**src/rtl/pwm_tmr_pkg.sv**
```systemverilog
package pwm_tmr_pkg;
  localparam int unsigned CNT_W_DEF = 24;

  typedef enum logic {
    TICK_DIV2  = 1'b0,
    TICK_PRESC = 1'b1
  } tick_src_e;
endpackage

```
**src/rtl/pwm_tick_gen.sv**
```systemverilog
module pwm_tick_gen
  import pwm_tmr_pkg::*;
(
  input  logic      clk,
  input  logic      rst,
  input  logic      start,
  input  logic      active,
  input  tick_src_e src,
  input  logic      presc_tick,
  output logic      tick
);
  logic div_q;

  // Divide-by-two phase restarts at every start edge
  always_ff @(posedge clk) begin
    if (rst || start) div_q <= 1'b0;
    else if (active)  div_q <= ~div_q;
  end

  always_comb begin
    if (src == TICK_PRESC) tick = active && presc_tick;
    else                   tick = active && div_q;
  end
endmodule

```
**src/rtl/pwm_count_core.sv**
```systemverilog
module pwm_count_core #(
  parameter int unsigned W = 24
) (
  input  logic         clk,
  input  logic         rst,
  input  logic         start,
  input  logic         tick,
  input  logic         reload_mode,
  input  logic [W-1:0] load_v,
  input  logic [W-1:0] cmp_v,
  output logic [W-1:0] count,
  output logic [W-1:0] nxt,
  output logic         cmp_hit,
  output logic         ovf_hit
);
  localparam logic [W-1:0] CNT_MAX = '1;

  logic [W-1:0] count_q;
  logic         first_q;
  logic         at_top;

  always_comb begin
    at_top = !first_q && (count_q == CNT_MAX);
    if (first_q || (at_top && reload_mode)) nxt = load_v;
    else                                    nxt = count_q + W'(1);
    ovf_hit = tick && at_top;
    cmp_hit = tick && (nxt == cmp_v);
  end

  always_ff @(posedge clk) begin
    if (rst) begin
      count_q <= '0;
      first_q <= 1'b0;
    end else if (start) begin
      count_q <= '0;
      first_q <= 1'b1;
    end else if (tick) begin
      count_q <= nxt;
      first_q <= 1'b0;
    end
  end

  assign count = count_q;
endmodule

```
**src/rtl/pwm_wave_flags.sv**
```systemverilog
module pwm_wave_flags #(
  parameter int unsigned W = 24
) (
  input  logic         clk,
  input  logic         rst,
  input  logic         enable,
  input  logic         start,
  input  logic         polarity,
  input  logic         cmp_hit,
  input  logic         ovf_hit,
  input  logic [W-1:0] nxt,
  input  logic         cmp_clr,
  input  logic         ovf_clr,
  output logic         pwm_out,
  output logic [W-1:0] capture,
  output logic         cmp_flag,
  output logic         ovf_flag
);
  always_ff @(posedge clk) begin
    if (rst) begin
      pwm_out  <= 1'b0;
      capture  <= '0;
      cmp_flag <= 1'b0;
      ovf_flag <= 1'b0;
    end else begin
      // Two toggles in one tick cancel out
      if (!enable || start)     pwm_out <= polarity;
      else if (cmp_hit ^ ovf_hit) pwm_out <= ~pwm_out;

      if (cmp_hit) capture <= nxt;

      if (cmp_hit)      cmp_flag <= 1'b1;
      else if (cmp_clr) cmp_flag <= 1'b0;

      if (ovf_hit)      ovf_flag <= 1'b1;
      else if (ovf_clr) ovf_flag <= 1'b0;
    end
  end
endmodule

```
**src/rtl/pwm_toggle_timer.sv**
```systemverilog
module pwm_toggle_timer
  import pwm_tmr_pkg::*;
#(
  parameter int unsigned CNT_W = CNT_W_DEF
) (
  input  logic             clk,
  input  logic             rst,
  input  logic             enable,
  input  logic             polarity,
  input  logic             reload_mode,
  input  logic             tick_sel,
  input  logic             presc_tick,
  input  logic [CNT_W-1:0] load_val,
  input  logic [CNT_W-1:0] cmp_val,
  input  logic             cmp_ie,
  input  logic             ovf_ie,
  input  logic             cmp_clr,
  input  logic             ovf_clr,
  output logic             pwm_out,
  output logic [CNT_W-1:0] count,
  output logic [CNT_W-1:0] capture,
  output logic             cmp_flag,
  output logic             ovf_flag,
  output logic             cmp_irq,
  output logic             ovf_irq
);
  logic             en_q;
  logic             start;
  logic             active;
  tick_src_e        src_q;
  logic [CNT_W-1:0] load_q;
  logic [CNT_W-1:0] cmp_q;
  logic             tick;
  logic [CNT_W-1:0] nxt;
  logic             cmp_hit;
  logic             ovf_hit;

  assign start  = enable && !en_q;
  assign active = enable && en_q;

  // Configuration is taken at the start edge only
  always_ff @(posedge clk) begin
    if (rst) begin
      en_q   <= 1'b0;
      src_q  <= TICK_DIV2;
      load_q <= '0;
      cmp_q  <= '0;
    end else begin
      en_q <= enable;
      if (start) begin
        src_q  <= tick_src_e'(tick_sel);
        load_q <= load_val;
        cmp_q  <= cmp_val;
      end
    end
  end

  pwm_tick_gen i_tick (
    .clk(clk), .rst(rst), .start(start), .active(active),
    .src(src_q), .presc_tick(presc_tick), .tick(tick)
  );

  pwm_count_core #(.W(CNT_W)) i_core (
    .clk(clk), .rst(rst), .start(start), .tick(tick),
    .reload_mode(reload_mode), .load_v(load_q), .cmp_v(cmp_q),
    .count(count), .nxt(nxt), .cmp_hit(cmp_hit), .ovf_hit(ovf_hit)
  );

  pwm_wave_flags #(.W(CNT_W)) i_wave (
    .clk(clk), .rst(rst), .enable(enable), .start(start),
    .polarity(polarity), .cmp_hit(cmp_hit), .ovf_hit(ovf_hit), .nxt(nxt),
    .cmp_clr(cmp_clr), .ovf_clr(ovf_clr), .pwm_out(pwm_out),
    .capture(capture), .cmp_flag(cmp_flag), .ovf_flag(ovf_flag)
  );

  assign cmp_irq = cmp_flag && cmp_ie;
  assign ovf_irq = ovf_flag && ovf_ie;
endmodule

```
**config.mk**
```make
export PLATFORM = sky130hd
export DESIGN_NAME = pwm_toggle_timer
export DESIGN_NICKNAME = d
export VERILOG_FILES = /design/src/rtl/pwm_tmr_pkg.sv /design/src/rtl/pwm_tick_gen.sv /design/src/rtl/pwm_count_core.sv /design/src/rtl/pwm_wave_flags.sv /design/src/rtl/pwm_toggle_timer.sv
export SDC_FILE = /design/constraint.sdc
export NUM_CORES = 1
export LEC_CHECK = 0
export ABC_AREA = 1
export BUFFER_PORTS_ARGS = -buffer_cell sky130_fd_sc_hd__buf_4
export CAP_MARGIN = 20
export CORE_MARGIN = 1.5
export CORE_UTILIZATION = 40
export CTS_CLUSTER_DIAMETER = 200
export DETAILED_ROUTE_END_ITERATION = 16
export PLACE_DENSITY = 0.69
export SLEW_MARGIN = 20
export SYNTH_ARGS = -nofsm -noshare
export SYNTH_HDL_FRONTEND = slang
export SYNTH_SLANG_ARGS = --single-unit
```
**constraint.sdc**
```tcl
create_clock -name clk -period 3.5 [get_ports clk]
set_clock_uncertainty 0.15 [all_clocks]
set_input_delay 0.175 -clock clk [delete_from_list [all_inputs] [get_ports clk]]
set_output_delay 0.175 -clock clk [all_outputs]
set_load 0.1 [all_outputs]
```
**Word-level counts from Yosys, hierarchy flattened**

Cells that the tools add are included.
Widths: inputs -> output; s select.

- Register bits after elaboration: 103
- Bits of input ports: 59

- Add/sub/neg operators: 1
- Equality and inequality tests: 2
- Multiplexer cells: 10
- Bitwise logic cells: 3
- Reductions and logical operators: 21

Operator list:

| kind | number |
|---|---|
| $add 24x1->24 const B | 1 |
| $eq 24x24->1 | 1 |
| $eq 24x24->1 const B | 1 |
| $mux 24 | 1 |
| $logic_and 1x1->1 | 10 |
| $mux 1 | 9 |
| $reduce_bool 2->1 | 4 |
| $logic_not 1->1 | 3 |
| $logic_or 1x1->1 | 3 |
| $not 1->1 | 2 |
| $reduce_or 2->1 | 1 |
| $xor 1x1->1 | 1 |

**Longest topological paths before layout**

Gate-level depths: netlist of the first run.

- Depth after elaboration: 10
- Depth in mapped cells: 23

**Modules after synthesis**

A second synthesis of the first run with hierarchy kept.

- Cell total of the unflattened synthesis: 962
- Area total of the unflattened synthesis: 5849.4 µm²

By module, submodules not included:

| module | instances | cells an instance | area an instance (µm²) |
|---|---|---|---|
| pwm_count_core | 1 | 491 | 2578.7 |
| pwm_toggle_timer | 1 | 327 | 2204.6 |
| pwm_wave_flags | 1 | 133 | 1006.0 |
| pwm_tick_gen | 1 | 11 | 60.1 |

**Worst setup path after synthesis of the first run**

No wires, ideal clock.

- Kind: register to register
- From: register i_core.count_q[1] (netlist: i_core.count[1])
- To: register i_wave.capture[14]
- Library setup time: 0.080 ns
- Arrival: 3.258 ns
- Required time: 3.270 ns
- Setup slack: 0.012 ns
- Stages on the path, launching flop included: 23
- Path buffers: 3
- Period minus slack after synthesis: 3.488 ns
- Cell sequence: dfxtp_1 -> ha_1 -> nand2_2 -> nor2_4 -> nand2_4 -> nor2_8 -> nand3_2 -> nand2_2 -> buf_6 -> buf_6 -> nand2_2 -> nand2_1 -> nand2_1 -> nand2_1 -> nand2_1 -> nor2_1 -> nand2_1 -> nor2_2 -> nand2_4 -> clkinv_4 -> buf_6 -> nor2_1 -> a211oi_2

- Word-level cells in the longest chain between the ends: 7
- Elaborated cells on any way between the ends: 8

Ends and longest elaborated chain:

| element | line | source |
|---|---|---|
| from (decl) | pwm_count_core.sv:18 | `logic [W-1:0] count_q;` |
| from (signal assigned) | pwm_count_core.sv:38 | `count_q <= nxt;` |
| parallel branches: the longest is 4 deep, another holds $add 24x1->24 | -- |  |
| $mux 24 * | pwm_count_core.sv:24 | `if (first_q \|\| (at_top && reload_mode)) nxt = load_v;` |
| $eq 24x24->1 | pwm_count_core.sv:27 | `cmp_hit = tick && (nxt == cmp_v);` |
| $logic_and 1x1->1 | pwm_count_core.sv:27 |  |
| to (signal assigned) | pwm_wave_flags.sv:30 | `if (cmp_hit) capture <= nxt;` |
| to (decl) | pwm_wave_flags.sv:15 | `output logic [W-1:0] capture,` |

Every way passes the cells marked *.
A chain may end at the register's enable or synchronous reset.

**Final worst setup path of the first run**

- From: register i_core.count_q[1] (netlist: i_core.count[1])
- To: register i_wave.capture[11]

Same word-level chain as after synthesis.

==> impl_results.md, run 1 <==
- Status: finished, violations left
- Failing checks: hold timing
- DRC: 0
- Initial Util: 0.4125
- First-pass GRT wire length: 25,540 um
- Syn Inst Count: between 700 and 800
- Worst hold path class: input pin to flop
- Synth cell types: 33
- Max Cap Violations: 0
- Worst Tran Pin Value: 0.9272 ns
- Sequential share of the synthesized area: 0.3929
- Fmax: between 300 and 400 MHz
- Clk Latency, worst-skew pair: 0.35 ns
- Largest cells by area after synthesis: dfxtp_1 (39%), nand2_1 (13%), o21ai_0 (7.3%)
- Reg area: 0.002062 mm^2
- Most frequent cells after synthesis: nand2_1 (185), dfxtp_1 (103), inv_1 (92)
- Sw Pwr: about 0.72 mW
- Prevailing post-synth register cell: dfxtp_1
- Syn Area/Cell: ~6.7 um^2
- Layout cells sized above 1: 0.1836
- WHS: -0.008291 ns
- Final Net Count: slightly below 1,000
- Synth top area share: 0.3929
- Async SR Flop Fraction: 0
- Pre-Repair DR Iteration Count: 5
- CTS tree: done
- Peak supply drop: ~0.00021 V
- Total CTS buffers: 9
- Sw Ratio: 0.2687
- Post-CTS Setup Inserts: 0
- Via/cell ratio: 4.950
- Clock share of power: 0.376
- RSZ-0062 raised after global routing: false
- Antenna violations before repair: 0
- Pin count of the biggest net entering global routing: 78
- Via count: between 5,000 and 6,000
- Most frequent cell after synthesis: nand2_1
- Antenna fix cells: 0
- Die ar.: around 0.014 mm^2
- Core Box Area: ~0.013 mm^2
- Post-synth EDFFs: 0
- Bufs on Longest Clock Path: 2
- Cell Area, Synth: about 0.0052 mm^2
- Die height: roughly 120 um
- Clk root buf: clkbuf_16
- Area of the multi-input gates: 0.002638 mm^2
- Yosys warns: 0
- Layout Cells excl Fill: approximately 1,100
- Max_slew headroom: 0.3781
- IO buf count: between 100 and 150
- Worst R2R Setup Slack: a little over 0.4 ns
- Crit Path Class: flop to flop
- Final min period: approximately 3.1 ns
- Clock slew at reported path FFs: 0.07 ns
- Critical Path AT: around 3.2 ns
- Fin worst setup slack: ~0.41 ns
- Final TNS setup: 0 ns
- Critical Path RT: ~3.6 ns
- Fin. Hold Viols: 4
- CTS H-Tree Depth: 3
- Reg2reg start: i_core.count[1]
- Syn Nets: 840
- Hold wc startpoint: cmp_val[9]
- P_leak: between 3 and 4 nW
- Crit start category: flop
- Total grt overflow: 0
- CTS sink count: between 100 and 150
- Site row count: between 40 and 50
- Setup violators final: 0
- Final slew viol count: 0
- Antenna-violating nets left: 0
- Comb pwr share: 0.158
- DRT iter0 DRCs: between 400 and 500
- I/O pins: ~110
- Internal power: just under 2 mW
- Final wirelength: between 15,000 and 20,000 um
- Fillers: around 1,300
- Wire length per cell: approximately 15 um
- Number of global-route vias before repair: 4,867
- DP HPWL: about 12,000 um
- Pwr dens: about 400 mW/mm^2
- All-Layer GR Usage: 0.2323
- Pwr Total: about 2.7 mW
- Area leader, netlist: dfxtp_1
- Place WS: around 0.22 ns
- Seq pwr share: 0.466
- GPL Wtd Cong: between 0.8 and 0.9
- Area Growth Syn to Fin: 30.52%
- Fin crit share: 0.8842
- Critical path capture point type: flop
- Die outline width: around 120 um
- Crit Path Max Fanout: 42
- Cells after DPL: about 1,000
- Worst setup startpoint: i_core.count[1]
- FF+latch count, synth: 103
worst paths after layout:
kind | endpoint | depth (start not counted)
max reg2reg | i_wave.capture[11] | 20
min reg2reg | load_q[12] | 2
min | cmp_q[9] | 3
max | i_wave.capture[11] | 20
power by group through the flow:
stage	Clock, mW	Combinational [mW]	Sequential, mW
final	1.01	0.424	1.25
after global routing	1.07	0.470	1.26
after detailed placement	0	0.385	1.28
after CTS	1.01	0.418	1.25
after global placement	0	0.381	1.28
after floorplan	0	0.218	1.31
what timing repair did:
action / in CTS / in global routing
hold buffers: 37 / 0
resized for setup: 0 / 5
endpoints found under the hold margin: 38 / 0
endpoints found under the setup margin: 0 / 24
state kept, by name, summed over array words and instances, names as in the netlist:
| register | count |
|---|---|
| i_core.count | 24 |
| en_q | 1 |
| src_q | 1 |
| i_tick.div_q | 1 |
| i_core.first_q | 1 |
| cmp_q | 24 |
| i_wave.capture | 24 |
| i_wave.cmp_flag | 1 |
| i_wave.ovf_flag | 1 |
| i_wave.pwm_out | 1 |
| load_q | 24 |
layout make-up:
cell class              count  area share
well taps                 172     0.03142
inverters                  96     0.05444
flip-flops and latches    103      0.3011
multi-input cells         546      0.3851
clock inverters             1    0.004384
repair buffers            157      0.1862
clock buffers              12     0.03745
placed cells by master (no fill, tap or decap), types with 5 or more instances in the layout:
master,n
a211oi_2,11
a21oi_1,64
buf_4,119
clkbuf_16,9
dfxtp_1,103
dlygate4sd3_1,37
inv_1,90
nand2_1,185
nand2_2,7
nand3_1,51
nand3b_1,8
nand4_1,10
nor2_1,89
nor2_2,6
o211ai_1,6
o21ai_0,77
o21ai_1,9
xor2_1,5
routing by layer:
| layer | global-route usage | routed length [um] | up-vias |
|---|---|---|---|
| met2 | 0.3434 | 6778 | 175 |
| met5 | 0 | 0 | - |
| li1 | - | - | 2769 |
| met4 | 0.08841 | 355 | 0 |
| met1 | 0.3456 | 7809 | 2415 |
| met3 | 0.02616 | 957 | 22 |
worst max-delay path, stage by stage, from the launching register on:
cell and delay (ns):
dfxtp_1 0.39, ha_1 0.20, nand2_2 0.09, nor2_4 0.17
nand2_4 0.10, nor2_8 0.14, nand3_2 0.09, nand2_2 0.09
buf_6 0.23, nand2_1 0.11, nand2_1 0.17, nand2_1 0.07
nand2_1 0.06, nand2_1 0.05, nor2_1 0.09, nand2_1 0.06
nor2_2 0.15, nand2_4 0.13, clkinv_8 0.19, nor2_1 0.09
a211oi_2 0.17
kinds of logic (layout without fill, tap and decap cells):
group | after synthesis | count (layout) | synth area share
AO/OA/AOI/OAI | 170 | 170 | 0.1822
XOR/XNOR | 7 | 7 | 0.01168
adder cells (fa/ha/maj) | 1 | 1 | 0.002384
buffers and inverters | 131 | 266 | 0.1068
flip-flops | 103 | 103 | 0.3929
AND/OR/NAND/NOR | 368 | 368 | 0.3040
per-stage QoR:
step | util | hold WS [ns] | cell area (um^2)
after global placement | 0.4852 | 0.2531 | 6173
after CTS | 0.5369 | 0.001706 | 6830
final | 0.5384 | -0.008291 | 6849
after detailed placement | 0.4852 | 0.2536 | 6173
after global routing | 0.5384 | 0.02096 | 6849
after floorplan | - | 0.1499 | 5248
Power figures use the tool's default switching activity.
==> run 2: changes to the inputs <==
CORE_MARGIN = default   (was 1.5)
==> impl_results.md, run 2 (same netlist as run 1, synthesis figures left out) <==
- Status: finished, violations left
- Failing checks: hold timing
- Clk Latency, worst-skew pair: between 0.3 and 0.4 ns
- Grt met2 use: 0.3448
- Reg area: roughly 0.0021 mm^2
- Pwr dens: 377.1 mW/mm^2
- DRC: 0
- Setup violators final: 0
- Pwr Total: approximately 2.6 mW
- Layout cells sized above 1: 0.1838
- I/O pins: between 100 and 150
- Crit Path Class: flop to flop
- WHS: -0.009537 ns
- Seq pwr share: 0.482
- Die outline width: around 120 um
- Critical Path RT: between 3 and 4 ns
- All-Layer GR Usage: 0.2354
- DRT iter0 DRCs: just under 400
- Number of global-route vias before repair: roughly 4,700
- Antenna violations before repair: 0
- Critical Path AT: roughly 3.2 ns
- Clock slew at reported path FFs: 0.07 ns
- Antenna fix cells: 0
- Area of the multi-input gates: 0.002630 mm^2
- Initial Util: 0.4125
- Final Net Count: 981
- Cells after DPL: ~1,000
- Total CTS buffers: 9
- CTS H-Tree Depth: 3
- M1 GR Usage: 0.3490
- Sw Pwr: about 0.73 mW
- Crit Path Max Fanout: 28
- Fmax: 318.5 MHz
- Fin crit share: 0.8971
- Worst hold path class: input pin to flop
- Peak supply drop: slightly above 0.0002 V
- Worst Tran Pin Value: 0.7381 ns
- Clk root buf: clkbuf_16
- Fin worst setup slack: 0.3601 ns
- Antenna-violating nets left: 0
- Max stage delay on crit path: 0.42 ns
- Area Growth Syn to Fin: 31.21%
- Total grt overflow: 0
- Pre-Repair DR Iteration Count: 5
- Critical-path cell list: ha_1 > nand2_2 > nor2_4 > nand2_4 > nor2_8 > nand3_2 > nand2_2 > buf_6 > nand2_1 > nand2_1 > nand2_1 > nand2_1 > nand2_1 > nor2_1 > nand2_1 > nor2_2 > nand2_4 > o21ai_0 > nor2_1
- Internal power: around 1.9 mW
- Fillers: about 1,300
- Busiest grt layer: met1
- Max stage delay cell, worst path: dfxtp_1
- RSZ-0062 raised after global routing: false
- Clock share of power: 0.353
- CTS tree: done
- DP HPWL: 11,540 um
- Via/cell ratio: around 4.9
- Fin. Hold Viols: 2
- First-pass GRT wire length: approximately 24,000 um
- Final TNS setup: 0 ns
- Wire length per cell: roughly 14 um
- Place WS: about 0.24 ns
- Final min period: approximately 3.1 ns
- Max_slew headroom: 0.5052
- GPL Wtd Cong: about 0.89
- Critical path capture point type: flop
- Site row count: just over 40
- Met3 usage: 0.03840
- Layout Cells excl Fill: between 1,000 and 1,500
- Pin count of the biggest net entering global routing: 62
- Most common cell after layout, fill and taps aside: nand2_1
- Die height: about 120 um
- IO buf count: 111
- Most frequent cells in the layout: nand2_1 (185), buf_4 (122), dfxtp_1 (103)
- Final wirelength: 15,500 um
- Max Cap Violations: 0
- P_leak: approximately 3.2 nW
- CTS sink count: about 100
- Dominant cell type by count on the critical path: nand2_1
- Comb pwr share: 0.165
- Crit start category: flop
- Via count: approximately 5,400
- Die ar.: between 0.01 and 0.015 mm^2
- Final slew viol count: 0
- Core Box Area: 0.01272 mm^2
- Bufs on Longest Clock Path: 2
- Sw Ratio: 0.2803
run 2: final cells by class:
class,instances,area share
Multi-Input combinational cell,546,0.3820
Sequential cell,103,0.2995
Timing Repair Buffer,165,0.1957
Inverter,96,0.05415
Clock buffer,12,0.03434
Tap cell,172,0.03126
Clock inverter,3,0.003089
run 2: metrics by stage:
stage | utilization | cell area [um^2]
5_1_grt | 0.5412 | 6885
6_report | 0.5412 | 6885
3_5_place_dp | 0.4870 | 6196
4_1_cts | 0.5403 | 6874
3_3_place_gp | 0.4870 | 6196
2_1_floorplan | - | 5248
run 2: power groups by stage:
stage | Clock [mW] | Sequential (mW) | Combinational (mW)
floorplan | 0 | 1.31 | 0.218
global placement | 0 | 1.28 | 0.381
detailed placement | 0 | 1.28 | 0.384
CTS | 0.920 | 1.25 | 0.423
global route | 0.979 | 1.26 | 0.473
finish | 0.916 | 1.25 | 0.428
run 2: worst paths after layout:
check / start / end / slack [ns] / cells after the start
setup / recovery: i_core.count[1] / i_wave.capture[9] / 0.36 / 19
hold / removal: cmp_val[1] / cmp_q[1] / -0.01 / 3
setup reg to reg: i_core.count[1] / i_wave.capture[9] / 0.36 / 19
hold reg to reg: load_q[20] / load_q[20] / 0.31 / 2
run 2: what timing repair did:
item	in CTS	in global routing
setup endpoints to repair	0	24
hold buffers	42	0
endpoints found under the hold margin	43	0
buffers inserted	0	0
resized for setup	0	3
run 2: per-layer routing:
layer  share of wire  wire [um]  vias up
met2            0.43       6638      174
met3           0.059        919       14
li1                -          -     2796
met4           0.016        242        0
met5               0          0        -
met1            0.50       7702     2391
run 2: critical path, delay by kind of cell (launching register included):
kind	cells	cell delay [ns]
flops	1	0.42
simple gates	16	1.69
buf+inv	1	0.23
fa+ha+maj	1	0.22
compound gates	1	0.32
